==> config.mk <==
export PLATFORM = sky130hd
export DESIGN_NAME = gs_frame_loader
export DESIGN_NICKNAME = d
export VERILOG_FILES = /design/src/rtl/gfl_pkg.sv /design/src/rtl/gfl_addr_gen.sv /design/src/rtl/gfl_shifter.sv /design/src/rtl/gs_frame_loader.sv
export SDC_FILE = /design/constraint.sdc
export NUM_CORES = 1
export LEC_CHECK = 0
export CAP_MARGIN = 30
export CORE_MARGIN = 4
export CORE_UTILIZATION = 45
export DETAILED_ROUTE_END_ITERATION = 10
export PLACE_DENSITY = 0.68
export SYNTH_ARGS = -nofsm -noshare
export SYNTH_HDL_FRONTEND = slang
export SYNTH_SLANG_ARGS = --single-unit
==> constraint.sdc <==
create_clock -name clk -period 3.31 [get_ports clk]
set_input_delay 0.331 -clock clk [delete_from_list [all_inputs] [get_ports clk]]
set_output_delay 0.331 -clock clk [all_outputs]
set_load 0.03 [all_outputs]
==> src/rtl/gfl_pkg.sv <==
// Shared definitions for the grayscale frame loader.
package gfl_pkg;

    // Sequencer states: idle, two-cycle word fetch, bit shifting, sync tail.
    typedef enum logic [2:0] {
        ST_IDLE    = 3'd0,
        ST_FETCH_A = 3'd1,
        ST_FETCH_D = 3'd2,
        ST_SHIFT   = 3'd3,
        ST_SYNC    = 3'd4
    } gfl_state_t;

    // Sync tail: one separator period, then three latch-high periods.
    localparam logic [1:0] SYNC_LAST = 2'd3;

endpackage

==> src/rtl/gfl_addr_gen.sv <==
// gfl_addr_gen: walks line, channel and driver counters in transmit order
// and forms the frame-buffer read address.
// Assumes: clr and step are never high together; the driver index counts
// down so that the farthest driver's word is sent first.
module gfl_addr_gen #(
    parameter int NUM_DRV   = 2,
    parameter int GRP_WORDS = 48,
    parameter int NUM_LINES = 32,
    parameter int AW        = 12
) (
    input  logic          clk,
    input  logic          rst_n,
    input  logic          clr,
    input  logic          step,
    output logic [AW-1:0] rd_addr,
    output logic          grp_last,
    output logic          frame_last
);
    localparam int TOTAL = NUM_DRV * GRP_WORDS * NUM_LINES;
    localparam int DW    = (NUM_DRV   > 1) ? $clog2(NUM_DRV)   : 1;
    localparam int CW    = (GRP_WORDS > 1) ? $clog2(GRP_WORDS) : 1;
    localparam int LW    = (NUM_LINES > 1) ? $clog2(NUM_LINES) : 1;

    logic [DW-1:0] drv;
    logic [CW-1:0] ch;
    logic [LW-1:0] line;

    // Advance driver (down), then channel, then line at the end of each word.
    always_ff @(posedge clk) begin
        if (!rst_n || clr) begin
            drv  <= DW'(NUM_DRV - 1);
            ch   <= '0;
            line <= '0;
        end else if (step) begin
            if (drv != '0) begin
                drv <= drv - 1'b1;
            end else begin
                drv <= DW'(NUM_DRV - 1);
                if (ch == CW'(GRP_WORDS - 1)) begin
                    ch   <= '0;
                    line <= (line == LW'(NUM_LINES - 1)) ? '0 : line + 1'b1;
                end else begin
                    ch <= ch + 1'b1;
                end
            end
        end
    end

    // Buffer layout: per line, per driver, a run of channel words.
    always_comb begin
        rd_addr = AW'((int'(line) * NUM_DRV + int'(drv)) * GRP_WORDS + int'(ch));
    end

    // Flags for the last word of a line group and of the frame.
    assign grp_last   = (drv == '0) && (ch == CW'(GRP_WORDS - 1));
    assign frame_last = grp_last && (line == LW'(NUM_LINES - 1));

    // the computed address never leaves the frame buffer.
    a_r9_addr_range: assert property (@(posedge clk) disable iff (!rst_n)
        int'(rd_addr) < TOTAL);

endmodule

==> src/rtl/gfl_shifter.sv <==
// gfl_shifter: holds one grayscale word and presents its bits MSB first,
// counting how many have gone out.
// Assumes: load and shift are never high together.
module gfl_shifter #(
    parameter int WORD_W = 16
) (
    input  logic              clk,
    input  logic              rst_n,
    input  logic              load,
    input  logic              shift,
    input  logic [WORD_W-1:0] din,
    output logic              msb,
    output logic              bit_last
);
    localparam int BW = (WORD_W > 1) ? $clog2(WORD_W) : 1;

    logic [WORD_W-1:0] sh;
    logic [BW-1:0]     cnt;

    // Load a fresh word or move to the next bit.
    always_ff @(posedge clk) begin
        if (!rst_n) begin
            sh  <= '0;
            cnt <= '0;
        end else if (load) begin
            sh  <= din;
            cnt <= '0;
        end else if (shift) begin
            sh  <= {sh[WORD_W-2:0], 1'b0};
            cnt <= cnt + 1'b1;
        end
    end

    assign msb      = sh[WORD_W-1];
    assign bit_last = (cnt == BW'(WORD_W - 1));

    // the sequencer never shifts past the last bit of a word.
    a_r2_no_overrun: assert property (@(posedge clk) disable iff (!rst_n)
        shift |-> !bit_last);

endmodule

==> src/rtl/gs_frame_loader.sv <==
// gs_frame_loader: on request, streams one grayscale frame into a chain of
// LED drivers over sclk/sin, marking each line group with a one-period
// latch and the frame end with a three-period latch.
// Assumes: a synchronous read port with one cycle of latency; a start seen
// while busy is held and served after the current frame.
module gs_frame_loader #(
    parameter int NUM_DRV   = 2,
    parameter int GRP_WORDS = 48,
    parameter int NUM_LINES = 32,
    parameter int WORD_W    = 16,
    localparam int TOTAL    = NUM_DRV * GRP_WORDS * NUM_LINES,
    localparam int AW       = (TOTAL > 1) ? $clog2(TOTAL) : 1
) (
    input  logic              clk,
    input  logic              rst_n,
    input  logic              start_i,
    output logic              busy_o,
    output logic              done_o,
    output logic [AW-1:0]     rd_addr_o,
    input  logic [WORD_W-1:0] rd_data_i,
    output logic              sclk_o,
    output logic              sin_o,
    output logic              lat_o
);
    import gfl_pkg::*;

    gfl_state_t st;
    logic       ph;
    logic [1:0] vcnt;
    logic       pend;
    logic       done_q;
    logic       grp_last, frame_last, msb, bit_last;
    logic       go, a_clr, a_step, s_load, s_shift;

    // Control strobes derived from the sequencer state.
    always_comb begin
        go      = start_i || pend;
        a_clr   = (st == ST_IDLE) && go;
        a_step  = (st == ST_SHIFT) && ph && bit_last && !frame_last;
        s_load  = (st == ST_FETCH_D);
        s_shift = (st == ST_SHIFT) && ph && !bit_last;
    end

    gfl_addr_gen #(
        .NUM_DRV   (NUM_DRV),
        .GRP_WORDS (GRP_WORDS),
        .NUM_LINES (NUM_LINES),
        .AW        (AW)
    ) u_addr (
        .clk        (clk),
        .rst_n      (rst_n),
        .clr        (a_clr),
        .step       (a_step),
        .rd_addr    (rd_addr_o),
        .grp_last   (grp_last),
        .frame_last (frame_last)
    );

    gfl_shifter #(
        .WORD_W (WORD_W)
    ) u_shift (
        .clk      (clk),
        .rst_n    (rst_n),
        .load     (s_load),
        .shift    (s_shift),
        .din      (rd_data_i),
        .msb      (msb),
        .bit_last (bit_last)
    );

    // Sequencer: fetch, shift each bit over a low and a high phase, then sync tail.
    always_ff @(posedge clk) begin
        if (!rst_n) begin
            st     <= ST_IDLE;
            ph     <= 1'b0;
            vcnt   <= '0;
            done_q <= 1'b0;
        end else begin
            done_q <= 1'b0;
            case (st)
                ST_IDLE:    if (go) st <= ST_FETCH_A;
                ST_FETCH_A: st <= ST_FETCH_D;
                ST_FETCH_D: begin
                    st <= ST_SHIFT;
                    ph <= 1'b0;
                end
                ST_SHIFT: begin
                    ph <= !ph;
                    if (ph && bit_last) begin
                        st   <= frame_last ? ST_SYNC : ST_FETCH_A;
                        vcnt <= '0;
                    end
                end
                ST_SYNC: begin
                    ph <= !ph;
                    if (ph) begin
                        if (vcnt == SYNC_LAST) begin
                            st     <= ST_IDLE;
                            done_q <= 1'b1;
                        end else begin
                            vcnt <= vcnt + 1'b1;
                        end
                    end
                end
                default: st <= ST_IDLE;
            endcase
        end
    end

    // Remember one request that arrives while a frame is running.
    always_ff @(posedge clk) begin
        if (!rst_n || st == ST_IDLE) pend <= 1'b0;
        else if (start_i)           pend <= 1'b1;
    end

    // Serial outputs decoded from sequencer flops.
    assign sclk_o = ((st == ST_SHIFT) || (st == ST_SYNC)) && ph;
    assign sin_o  = (st == ST_SHIFT) && msb;
    assign lat_o  = ((st == ST_SHIFT) && grp_last && bit_last)
                 || ((st == ST_SYNC) && (vcnt != 2'd0));
    assign busy_o = (st != ST_IDLE);
    assign done_o = done_q;

    // Checker counter: sclk high phases seen during the current latch pulse.
    logic [2:0] lat_pw;
    always_ff @(posedge clk) begin
        if (!rst_n || !lat_o) lat_pw <= '0;
        else if (sclk_o)      lat_pw <= lat_pw + 1'b1;
    end

    // data is held steady across every sclk high phase.
    a_r2_sin_stable: assert property (@(posedge clk) disable iff (!rst_n)
        sclk_o |-> $stable(sin_o));

    // a latch pulse ends after exactly 1 or 3 sclk periods.
    a_r5_lat_width: assert property (@(posedge clk) disable iff (!rst_n)
        $fell(lat_o) |-> (lat_pw == 3'd1 || lat_pw == 3'd3));

    // the done pulse is reported with busy already low.
    a_r6_done_idle: assert property (@(posedge clk) disable iff (!rst_n)
        done_o |-> !busy_o);

    // a request while busy is kept for the next frame.
    a_r8_hold_request: assert property (@(posedge clk) disable iff (!rst_n)
        (start_i && busy_o) |=> (pend || busy_o));

    // the serial clock only toggles during a frame.
    a_r7_quiet_idle: assert property (@(posedge clk) disable iff (!rst_n)
        !busy_o |-> (!sclk_o && !lat_o));

endmodule

Word-level counts from Yosys, hierarchy flattened
Index checks and enable logic that the tools add are counted.
{"block": "totals", "ff_bits": 40, "inputBits": 19, "out_inout_bits": 17}
{"block": "classes", "addsub": 7, "multipliers": 1, "n_eq_ne": 13, "muxes": 17, "bitwise_logic": 2, "n_reduce_logical": 35}
{"operator": "$mul A32 B3 Y8 const B", "count": 1}
{"operator": "$mux W16", "count": 2}
{"operator": "$mux W3", "count": 5}
{"operator": "$pmux W3 S5", "count": 1}
{"operator": "$logic_and A1 B1 Y1", "count": 13}
{"operator": "$add A12 B7 Y12", "count": 1}
{"operator": "$ne A2 B2 Y1 const B", "count": 4}
{"operator": "$reduce_and A4 Y1", "count": 2}
{"operator": "$reduce_bool A2 Y1", "count": 4}
{"operator": "$add A6 B1 Y7", "count": 1}
{"operator": "$add A6 B1 Y6 const B", "count": 1}
{"operator": "$eq A3 B2 Y1 const B", "count": 2}
{"operator": "$eq A6 B6 Y1 const B", "count": 1}
{"operator": "$mux W2", "count": 3}
{"operator": "$mux W6", "count": 1}
{"operator": "$reduce_and A3 Y1", "count": 2}
{"operator": "$add A5 B1 Y5 const B", "count": 1}
{"operator": "$eq A5 B5 Y1 const B", "count": 1}
{"operator": "$logic_or A1 B1 Y1", "count": 5}
{"operator": "$mux W5", "count": 1}
{"operator": "$add A4 B1 Y4 const B", "count": 1}
{"operator": "$eq A4 B4 Y1 const B", "count": 1}
{"operator": "$logic_not A1 Y1", "count": 4}
{"operator": "$pmux W2 S2", "count": 1}
{"operator": "13 further kinds", "count": 16}

Longest topological paths before layout
Gate-level depths: netlist (run 1).
{"block": "depth", "ltp_word": 6, "depth_mapped": 9}

Modules after synthesis
A second synthesis (run 1) with hierarchy kept.
{"block": "unflattened", "cells_unflattened": 273, "area_unflattened_um2": 2498.6}
{"module": "gfl_addr_gen", "n_inst": 1, "cells_per_inst": 125, "area_per_inst_um2": 1024.7, "seq_area_each_um2": 240.2}
{"module": "gfl_shifter", "n_inst": 1, "cells_per_inst": 89, "area_per_inst_um2": 994.7, "seq_area_each_um2": 400.4}
{"module": "gs_frame_loader", "n_inst": 1, "cells_per_inst": 59, "area_per_inst_um2": 479.2, "seq_area_each_um2": 160.2}

Least setup slack after synthesis (run 1)
Ideal clock, no wire load.
{"block": "synth_path", "path_type": "register to output", "startpoint": "register u_addr.line[1]", "endpoint": "output rd_addr_o[11]", "arrival_ps": 2382, "slack_ps": 597, "stages_incl_launch_ff": 9, "cell_sequence": "dfxtp_1 > ha_1 > xor2_1 > ha_1 > a211oi_1 > o21bai_2 > xnor2_1 > or4_1 > nand4_1"}
{"block": "synth_between", "elab_chain_len": 3}
{"element": "start, declared", "line": "gfl_addr_gen.sv:26", "text": "logic [LW-1:0] line;"}
{"element": "start signal, assigned", "line": "gfl_addr_gen.sv:41", "text": "line <= (line == LW'(NUM_LINES - 1)) ? '0 : line + 1'b1;"}
{"element": "$add A6 B1 Y7", "line": "gfl_addr_gen.sv:51", "text": "rd_addr = AW'((int'(line) * NUM_DRV + int'(drv)) * GRP_WORDS + int'(ch));"}
{"element": "$mul A32 B3 Y8", "line": "gfl_addr_gen.sv:51"}
{"element": "$add A12 B7 Y12", "line": "gfl_addr_gen.sv:51"}
{"element": "end, declared", "line": "gs_frame_loader.sv:19", "text": "output logic [AW-1:0] rd_addr_o,"}
Every way passes these cells.

Final worst setup path (run 1)
{"block": "layout_path", "startpoint": "register u_addr.line[0]", "endpoint": "output rd_addr_o[11]"}
Same word-level chain as after synthesis.

==> run_results.csv, run 1 <==
group,metric,value,unit
routing,ant_nets,0,
critical_path,start_kind,"register",
sta,fin_crit,3.206,ns
logic_synthesis,synth_fa_ha_area_share,9.478,%
critical_path,endpoint,"rd_addr_o[11]",
sta,slew_viol_final,0,
sta,hold_violations,0,
routing,viasPerCell,5.315,
finish,diodes,0,
floorplanning,die-area,7027,um^2
grt,antenna_found_initial,0,
routing,dr_total_vias,1993,
power,p_clk_share,31.5,%
floorplanning,core,5540,um^2
sta,fmaxAchievable,0.3120,GHz
logic_synthesis,syn-num-nets,312,
finish,drive_above_1_share,10.89,%
clock_tree,post_cts_buffers,0,
grt,grtUsageTotal,13.76,%
clock_tree,clkSinkCount,40,
finish,final_nets,341,
routing,routed_wl,4680,um
power,p_comb_share,24.9,%
logic_synthesis,synthMuxAreaShare,7.785,%
critical_path,path_max_fanout,5,
logic_synthesis,syn_inst,274,
logic_synthesis,yosys.area_share.simple,24.27,%
critical_path,required,2.98,ns
sta,finClkSkew,0.008548,ns
power,power_switching,0.0004295,W
clock_tree,clk_path_buf_depth,2,
logic_synthesis,synth_xor_area_share,5.706,%
clock_tree,root_buffer,"clkbuf_8",
logic_synthesis,ys.flop_type,"dfxtp_1",
logic_synthesis,synth_top_family_by_area,"simple AND/OR/NAND/NOR gates",
floorplanning,die_h,83.83,um
clock_tree,cts_hold_buf,0,
sta,fin_crit_sh,96.85,%
routing,drtPass1Iterations,4,
sta,final.setup.tns,0,ns
clock_tree,cts_tree,"built",
logic_synthesis,synth_compound_area_share,14.94,%
critical_path,setup.worst_path.end_class,"output port",
power,power.density,477.4,nW/um^2
grt,grt_pass1_vias,1895,
placed_design,finalWeightedCongestion,0.7585,
placed_design,port_buffers,35,
sta,final-setup-viol-count,0,
logic_synthesis,yosysSeqAreaShare,30.95,%
power,netSwitchingFraction,29.29,%
status,outcome,"complete, no violations",
logic_synthesis,ys_warn_count,0,
clock_tree,numCtsBuffers,5,
routing,wire_per_inst,12.48,um
power,p_leak,1.382,nW
sta,tightestPinTransition,1.005,ns
critical_path,startpoint,"u_addr.line[0]",
routing,drc_errors,0,
clock_tree,cts_htree_levels,2,
floorplanning,die_w,83.83,um
critical_path,timing_worst_setup_path_type,"register to output port",
clock_tree,clkLatencyLatePin,0.29,ns
critical_path,reg2reg_slack,1.25,ns
critical_path,r2r_end,"u_addr.ch[0]",
grt,grt.overflow.total,0,
logic_synthesis,synth-edff-count,0,
sta,rsz0062_at_grt,"no",
floorplanning,rows,27,
power,seqPwrFrac,43.6,%
logic_synthesis,netlist_area,2587,um^2
clock_tree,path_clk_slew,0.07,ns
grt,grt_pass1_wl,8176,um
floorplanning,start_util,46.70,%
finish,area_growth,18.71,%
critical_path,rr_worst_depth,7,
logic_synthesis,synth-seq-cells,40,
logic_synthesis,synth_cell_types,65,
logic_synthesis,syn_area_per_cell,9.443,um^2
critical_path,worstPathArrival,2.87,ns
min_path,min_path_type,"register to register",
logic_synthesis,synth_async_sr_flop_share,0,%
placed_design,place_hpwl,3386,um
power,p_int,0.001037,W
finish,final_cell_count_no_fill,375,
sta,max_slew_margin,32.56,%
routing,drtIter0Drc,83,
critical_path,r2r_start,"u_addr.line[0]",
flow_run,maxCapViolations,0,
grt,grt_max_degree,34,
power,peakVddDrop,0.3090,mV
placed_design,place_inst,368,
floorplanning,ios,36,
[sequential cells by signal, indices dropped and copies added, names as in the netlist]
register     count
done_o           1
pend             1
ph               1
st               3
u_addr.ch        6
u_addr.drv       1
u_addr.line      5
u_shift.cnt      4
u_shift.sh      16
vcnt             2
[placed cells by master (no fill, tap or decap), types with 4 or more instances in the layout]
cell             netlist  final
nand2_1               29     29
clkbuf_8               0      5
inv_1                 10     10
nand3_1                5      5
mux2i_1               19     19
xor2_1                 4      4
a21oi_1                7      7
o211a_1               15     15
buf_4                  6      6
dfxtp_1               40     38
nand4_1                4      4
xnor2_1               11     11
and3_1                 4      4
nor2_1                16     16
nor2b_1                6      6
ha_1                  18     18
clkdlybuf4s50_1        0     32
[worst max-delay path, cell delays in order (launching register included)]
cell             delay [ns]
dfxtp_2                0.36
ha_1                   0.32
ha_1                   0.24
ha_1                   0.22
a211oi_1               0.26
o21bai_2               0.11
xnor2_1                0.15
or4_1                  0.53
nand4_1                0.11
clkdlybuf4s18_2        0.30
[cells by family after synthesis]
kind of cell / Yosys count
AO/OA/AOI/OAI: 48
XOR/XNOR: 16
adder cells (fa/ha/maj): 19
buffers and inverters: 29
flip-flops: 40
multiplexers: 20
AND/OR/NAND/NOR: 102
[metal layers]
layer | vias up | part of all wire [%] | GRT usage (%)
li1 | 1042 | - | -
met1 | 912 | 50 | 17.47
met2 | 33 | 44 | 22.49
met3 | 6 | 5.0 | 4.442
met4 | 0 | 1.0 | 3.509
met5 | - | 0 | 0
[power by group through the flow]
stage               Combinational, W  Clock, W  Sequential (W)
floorplan                   0.000359         0        0.000605
finish                      0.000366  0.000461        0.000639
detailed placement          0.000369         0        0.000650
global route                0.000410  0.000495        0.000653
global placement            0.000362         0        0.000650
CTS                         0.000371  0.000473        0.000639
[cells in the mapped netlist, types with 5 or more instances]
cell     number  area share [%]
inv_1        10             1.5
ha_1         18             8.7
a21oi_1       7             1.4
xnor2_1      11             3.7
nor2b_1       6             1.5
nor2_1       16             2.3
mux2i_1      19             7.4
dfxtp_1      40              31
o211a_1      15             5.8
buf_4         6             1.7
nand3_1       5            0.97
nand2_1      29             4.2
[cell type report]
| type | count | area [um^2] |
|---|---|---|
| timing repair buffer | 41 | 396.6 |
| fill | 536 | 2469 |
| clock inverter | 2 | 60.06 |
| tap | 72 | 90.09 |
| multi-input combinational | 205 | 1615 |
| inverter | 10 | 37.54 |
| clock buffer | 5 | 68.82 |
| sequential | 40 | 803.3 |
[worst min path at each step]
stage / start / endpoint / slack, ns / cells after the start
5_1_grt: vcnt[1] / vcnt[1] / 0.51 / 2
3_3_place_gp: vcnt[1] / vcnt[1] / 0.47 / 2
4_1_cts: vcnt[1] / vcnt[1] / 0.48 / 2
3_5_place_dp: vcnt[1] / vcnt[1] / 0.47 / 2
2_1_floorplan: vcnt[1] / vcnt[1] / 0.45 / 2
6_report: vcnt[1] / vcnt[1] / 0.47 / 2
[timing repair]
| action | CTS | global route |
|---|---|---|
| setup endpoints to repair | 2 | 3 |
| gates cloned | 0 | 0 |
| resized for setup | 4 | 4 |
[metrics by stage]
step	hold WS (ns)	instance area, um^2	total power (W)	utilization (%)	setup WS, ns
final	0.4735	3072	0.001466	55.44	0.1044
after global placement	0.4662	2939	0.001012	53.05	0.09140
after floorplan	0.4475	2587	0.0009642	-	0.5969
after detailed placement	0.4685	2939	0.001019	53.05	0.03138
after global routing	0.5056	3072	0.001558	55.44	0.003343
after CTS	0.4782	3068	0.001483	55.37	0.03703
Power figures use the tool's default switching activity.
==> inputs of run 2 (changes only) <==
CAP_MARGIN = 25   (was 30)
CELL_PAD_IN_SITES_DETAIL_PLACEMENT = 0   (was unset)
CELL_PAD_IN_SITES_GLOBAL_PLACEMENT = 2   (was unset)
CORE_UTILIZATION = 34   (was 45)
PLACE_DENSITY = unset   (was 0.68)
PLACE_DENSITY_LB_ADDON = 0.1   (was unset)
==> run 2 against run 1 <==
Net effect:
- sequential power is essentially flat
- clock skew shrank 0.0044 ns
- wire length up 12%
- first-iteration DRC count decreased by 31%
- clock power decreased by 30%
==> run_results.csv, run 2 (synthesis results as in run 1) <==
group,metric,value,unit
min_path,min_path_type,"register to register",
power,p_leak,1.362,nW
floorplanning,die_h,95.24,um
floorplanning,rows,31,
sta,hold_violations,0,
routing,drc_errors,0,
routing,routed.top_layer,"met4",
critical_path,slowest_delay,0.54,ns
floorplanning,die_w,95.24,um
clock_tree,root_buffer,"clkbuf_8",
finish,mostFrequentLayoutCell,"dfxtp_1",
clock_tree,clkLatencyLatePin,0.29,ns
sta,slew_viol_final,0,
power,power.density,437.6,nW/um^2
finish,largest_reg_flops,16,
finish,reg_top3,"u_shift.sh x16, u_addr.ch x6, u_addr.line x5",
routing,dr_total_vias,1955,
grt,grtUsageTotal,12.05,%
sta,tightestPinTransition,0.6215,ns
floorplanning,ios,36,
finish,drive_above_1_share,10.89,%
sta,finClkSkew,0.004125,ns
sta,fin_crit_sh,93.42,%
clock_tree,cts_hold_buf,0,
floorplanning,die-area,9070,um^2
routing,drtIter0Drc,57,
power,peakVddDrop,0.2279,mV
sta,fin_crit,3.092,ns
critical_path,timing_worst_setup_path_type,"register to output port",
grt,grt.overflow.total,0,
placed_design,finalWeightedCongestion,0.7333,
sta,rsz0062_at_grt,"no",
status,outcome,"complete, no violations",
routing,viasPerCell,4.863,
sta,max_slew_margin,58.56,%
critical_path,slowest_stage,"or4_1",
finish,diodes,0,
floorplanning,core,7331,um^2
placed_design,port_buffers,35,
critical_path,start_kind,"register",
sta,final-setup-viol-count,0,
flow_run,maxCapViolations,0,
grt,grt_pass1_wl,8562,um
routing,drtPass1Iterations,4,
sta,final.setup.tns,0,ns
routing,wl_met3,188,um
grt,antenna_found_initial,0,
critical_path,path_cells,"ha_1, xor2_1, ha_1, a211oi_2, o21bai_2, xnor2_1, or4_1, nand4_1, buf_4",
placed_design,place_hpwl,3819,um
clock_tree,clk_path_buf_depth,2,
grt,grt_max_degree,34,
finish,final_nets,340,
grt,grt_pass1_vias,1800,
critical_path,critPathBufInv,1,
clock_tree,clkSinkCount,40,
critical_path,required,2.98,ns
critical_path,path_max_fanout,5,
routing,routed_wl,5244,um
finish,area_growth,18.18,%
routing,wl_met1,2569,um
clock_tree,numCtsBuffers,5,
floorplanning,start_util,35.30,%
clock_tree,cts_tree,"built",
critical_path,cpMostUsedCell,"ha_1",
clock_tree,cts_htree_levels,2,
critical_path,path_delay_family,"simple AND/OR/NAND/NOR gates",
routing,wl_met2,2431,um
finish,regMostFlops,"u_shift.sh",
clock_tree,path_clk_slew,0.08,ns
finish,layout_common_cells,"dfxtp_1 (39), clkdlybuf4s50_1 (32), nand2_1 (29)",
sta,holdWs,0.4787,ns
routing,ant_nets,0,
routing,wire_per_inst,13.04,um
power,power,0.001338,W
critical_path,worstPathArrival,2.76,ns
sta,fmaxAchievable,0.3234,GHz
critical_path,setup.worst_path.end_class,"output port",
run 2: cell type report:
type / count / area (um^2)
Multi-Input combinational cell: 205 / 1620
Clock inverter: 3 / 18.77
Timing Repair Buffer: 40 / 386.6
Inverter: 10 / 37.54
Tap cell: 99 / 123.9
Sequential cell: 40 / 802.0
Fill cell: 754 / 4273
Clock buffer: 5 / 68.82
run 2: power breakdown:
group	switching (W)	internal, W	total [W]
clock	0.000178	0.000147	0.000325
combinational	0.000193	0.000179	0.000372
sequential	0.0000758	0.000565	0.000641
total	0.000447	0.000891	0.00134
run 2: worst register-to-register path: cells and delay by family (launching register included):
kind,cells,cell delay [ns]
XOR/XNOR,1,0.17
adder cells (fa/ha/maj),2,0.56
flip-flops,1,0.36
AND/OR/NAND/NOR,4,0.83
run 2: timing repair:
action                                 CTS  global route
resized for setup                        1             3
pin swaps                                0             1
setup endpoints to repair                1             2
buffers inserted                         0             1
endpoints found under the hold margin    0             0
run 2: path summary, 6_finish.rpt:
path,start,to,slack (ns),cells after the start
worst max-delay path,u_addr.line[1],rd_addr_o[11],0.22,9
worst max register to register,u_addr.line[0],u_addr.ch[0],1.28,7
worst min-delay path,vcnt[0],vcnt[0],0.48,2
worst min register to register,vcnt[0],vcnt[0],0.48,2
run 2: per-layer routing:
layer / vias up / track usage [%]
li1: 1042 / -
met1: 876 / 15.48
met2: 31 / 19.77
met4: 0 / 4.327
met5: - / 0
met3: 6 / 2.684
run 2: metrics by stage:
step	setup WS [ns]	util, %	std cells	cell area, um^2
2_1_floorplan	0.5969	-	274	2587
3_3_place_gp	0.2940	40.21	392	2948
3_5_place_dp	0.2434	40.21	392	2948
4_1_cts	0.03310	41.39	400	3034
5_1_grt	0.04121	41.71	402	3058
6_report	0.2177	41.71	402	3058
==> inputs of run 3 (changes only) <==
CAP_MARGIN = unset   (was 25)
CELL_PAD_IN_SITES_DETAIL_PLACEMENT = 1   (was 0)
==> run 3 against run 2 <==
Net effect:
- cell area fell by 0.25%
- register-to-register slack got worse by 0.08 ns
- worst setup slack got worse by 0.035 ns
- fmax fell by 1.1%
- wire length rose by 6.3%
- die area did not move
- combinational power barely moved
- sequential share of layout area barely moved
- clock power fell by 2%
- global-route usage rose by 1.1 points
- largest cell class unchanged
==> run_results.csv, run 3 (synthesis results as in run 1) <==
group,metric,value,unit
status,outcome,"complete, no violations",
grt,grtUsageTotal,13.17,%
finish,area_growth,17.89,%
sta,slew_viol_final,0,
finish,regMostFlops,"u_shift.sh",
clock_tree,cts_htree_levels,2,
routing,ant_nets,0,
critical_path,path_max_fanout,5,
critical_path,rr_worst_depth,7,
finish,diodes,0,
finish,largest_reg_flops,16,
placed_design,place_hpwl,4164,um
grt,grt_max_degree,34,
grt,grt_pass1_vias,1977,
floorplanning,die_w,95.24,um
routing,drtPass1Iterations,4,
floorplanning,ios,36,
finish,fillers,836,
placed_design,port_buffers,35,
routing,dr_total_vias,2013,
finish,mostFrequentLayoutCell,"dfxtp_1",
clock_tree,clkSinkCount,40,
clock_tree,root_buffer,"clkbuf_8",
sta,max_slew_margin,30.56,%
finish,multiInputGateArea,1628,um^2
floorplanning,core,7331,um^2
routing,drtIter0Drc,42,
sta,fin_crit_sh,94.49,%
floorplanning,die_h,95.24,um
critical_path,timing_worst_setup_path_type,"register to output port",
critical_path,required,2.98,ns
sta,rsz0062_at_grt,"no",
routing,viasPerCell,5.033,
finish,seq_area,800.8,um^2
finish,final_nets,339,
clock_tree,clkLatencyLatePin,0.30,ns
finish,drive_above_1_share,10.30,%
floorplanning,start_util,35.30,%
grt,grt.overflow.total,0,
sta,hold_violations,0,
grt,grt_pass1_wl,9432,um
clock_tree,numCtsBuffers,5,
power,peakVddDrop,0.2263,mV
floorplanning,die-area,9070,um^2
power,p_leak,1.349,nW
clock_tree,cts_tree,"built",
power,power.density,436.5,nW/um^2
finish,layout_common_cells,"dfxtp_1 (40), clkdlybuf4s50_1 (32), nand2_1 (29)",
min_path,min_path_type,"register to register",
sta,final.setup.tns,0,ns
sta,fin_crit,3.127,ns
critical_path,start_kind,"register",
clock_tree,clk_path_buf_depth,2,
routing,routed_wl,5575,um
critical_path,setup.worst_path.end_class,"output port",
clock_tree,path_clk_slew,0.08,ns
flow_run,maxCapViolations,0,
routing,wire_per_inst,13.94,um
routing,drc_errors,0,
grt,antenna_found_initial,0,
floorplanning,rows,31,
min_path,hold_depth,2,
critical_path,worstPathArrival,2.80,ns
sta,final-setup-viol-count,0,
sta,finClkSkew,0.007733,ns
finish,finalCoreUtilization,41.61,%
sta,fmaxAchievable,0.3197,GHz
placed_design,finalWeightedCongestion,0.7333,
finish,reg_top3,"u_shift.sh x16, u_addr.ch x6, u_addr.line x5",
sta,tightestPinTransition,1.035,ns
[run 3: routing by layer]
metal / part of all wire, % / wire [um] / up-vias / global-route usage, %
li1: - / - / 1032 / -
met4: 0.79 / 44 / 0 / 3.606
met3: 3.2 / 177 / 4 / 2.920
met1: 50 / 2795 / 952 / 18.31
met2: 46 / 2558 / 25 / 20.47
met5: 0 / 0 / - / 0
[run 3: cell type report]
type | instances | share of cell area, %
Multi-Input combinational cell | 205 | 53.36
Clock buffer | 5 | 2.256
Inverter | 10 | 1.231
Clock inverter | 2 | 0.4102
Timing Repair Buffer | 39 | 12.43
Tap cell | 99 | 4.061
Sequential cell | 40 | 26.25
[run 3: worst paths after layout]
check	slack, ns	end	start
max reg2reg	1.20	u_addr.ch[2]	u_addr.line[0]
max	0.18	rd_addr_o[11]	u_addr.line[1]
min	0.48	vcnt[1]	vcnt[1]
min reg2reg	0.48	vcnt[1]	vcnt[1]
[run 3: metrics by stage]
stage	area [um^2]	worst slack, ns	power, W	hold WS, ns	std cells
final	3050	0.1825	0.001331	0.4791	400
after global routing	3050	0.02230	0.001439	0.5142	400
after CTS	3035	0.01948	0.001358	0.4818	399
after detailed placement	2948	0.2264	0.001034	0.4729	392
after global placement	2948	0.2940	0.001028	0.4664	392
after floorplan	2587	0.5969	0.0009642	0.4475	274
[run 3: power breakdown]
part | switching (W) | internal, W
Combinational | 0.000198 | 0.000175
Clock | 0.000174 | 0.000143
Sequential | 0.0000759 | 0.000565
[run 3: critical path: stages, from the launching register on]
cell and delay (ns):
dfxtp_1 0.35, ha_1 0.40, xor2_1 0.20, ha_1 0.26
a21oi_2 0.17, xnor2_2 0.15, nand4_1 0.20, or4b_1 0.53
nand4_1 0.08, buf_4 0.16
[run 3: timing repair]
item / 4_1_cts / 5_1_grt
gates resized for setup: 2 / 2
pin swaps: 0 / 1
hold buffers: 0 / 0
endpoints found under the setup margin: 1 / 2
setup buffers: 0 / 1
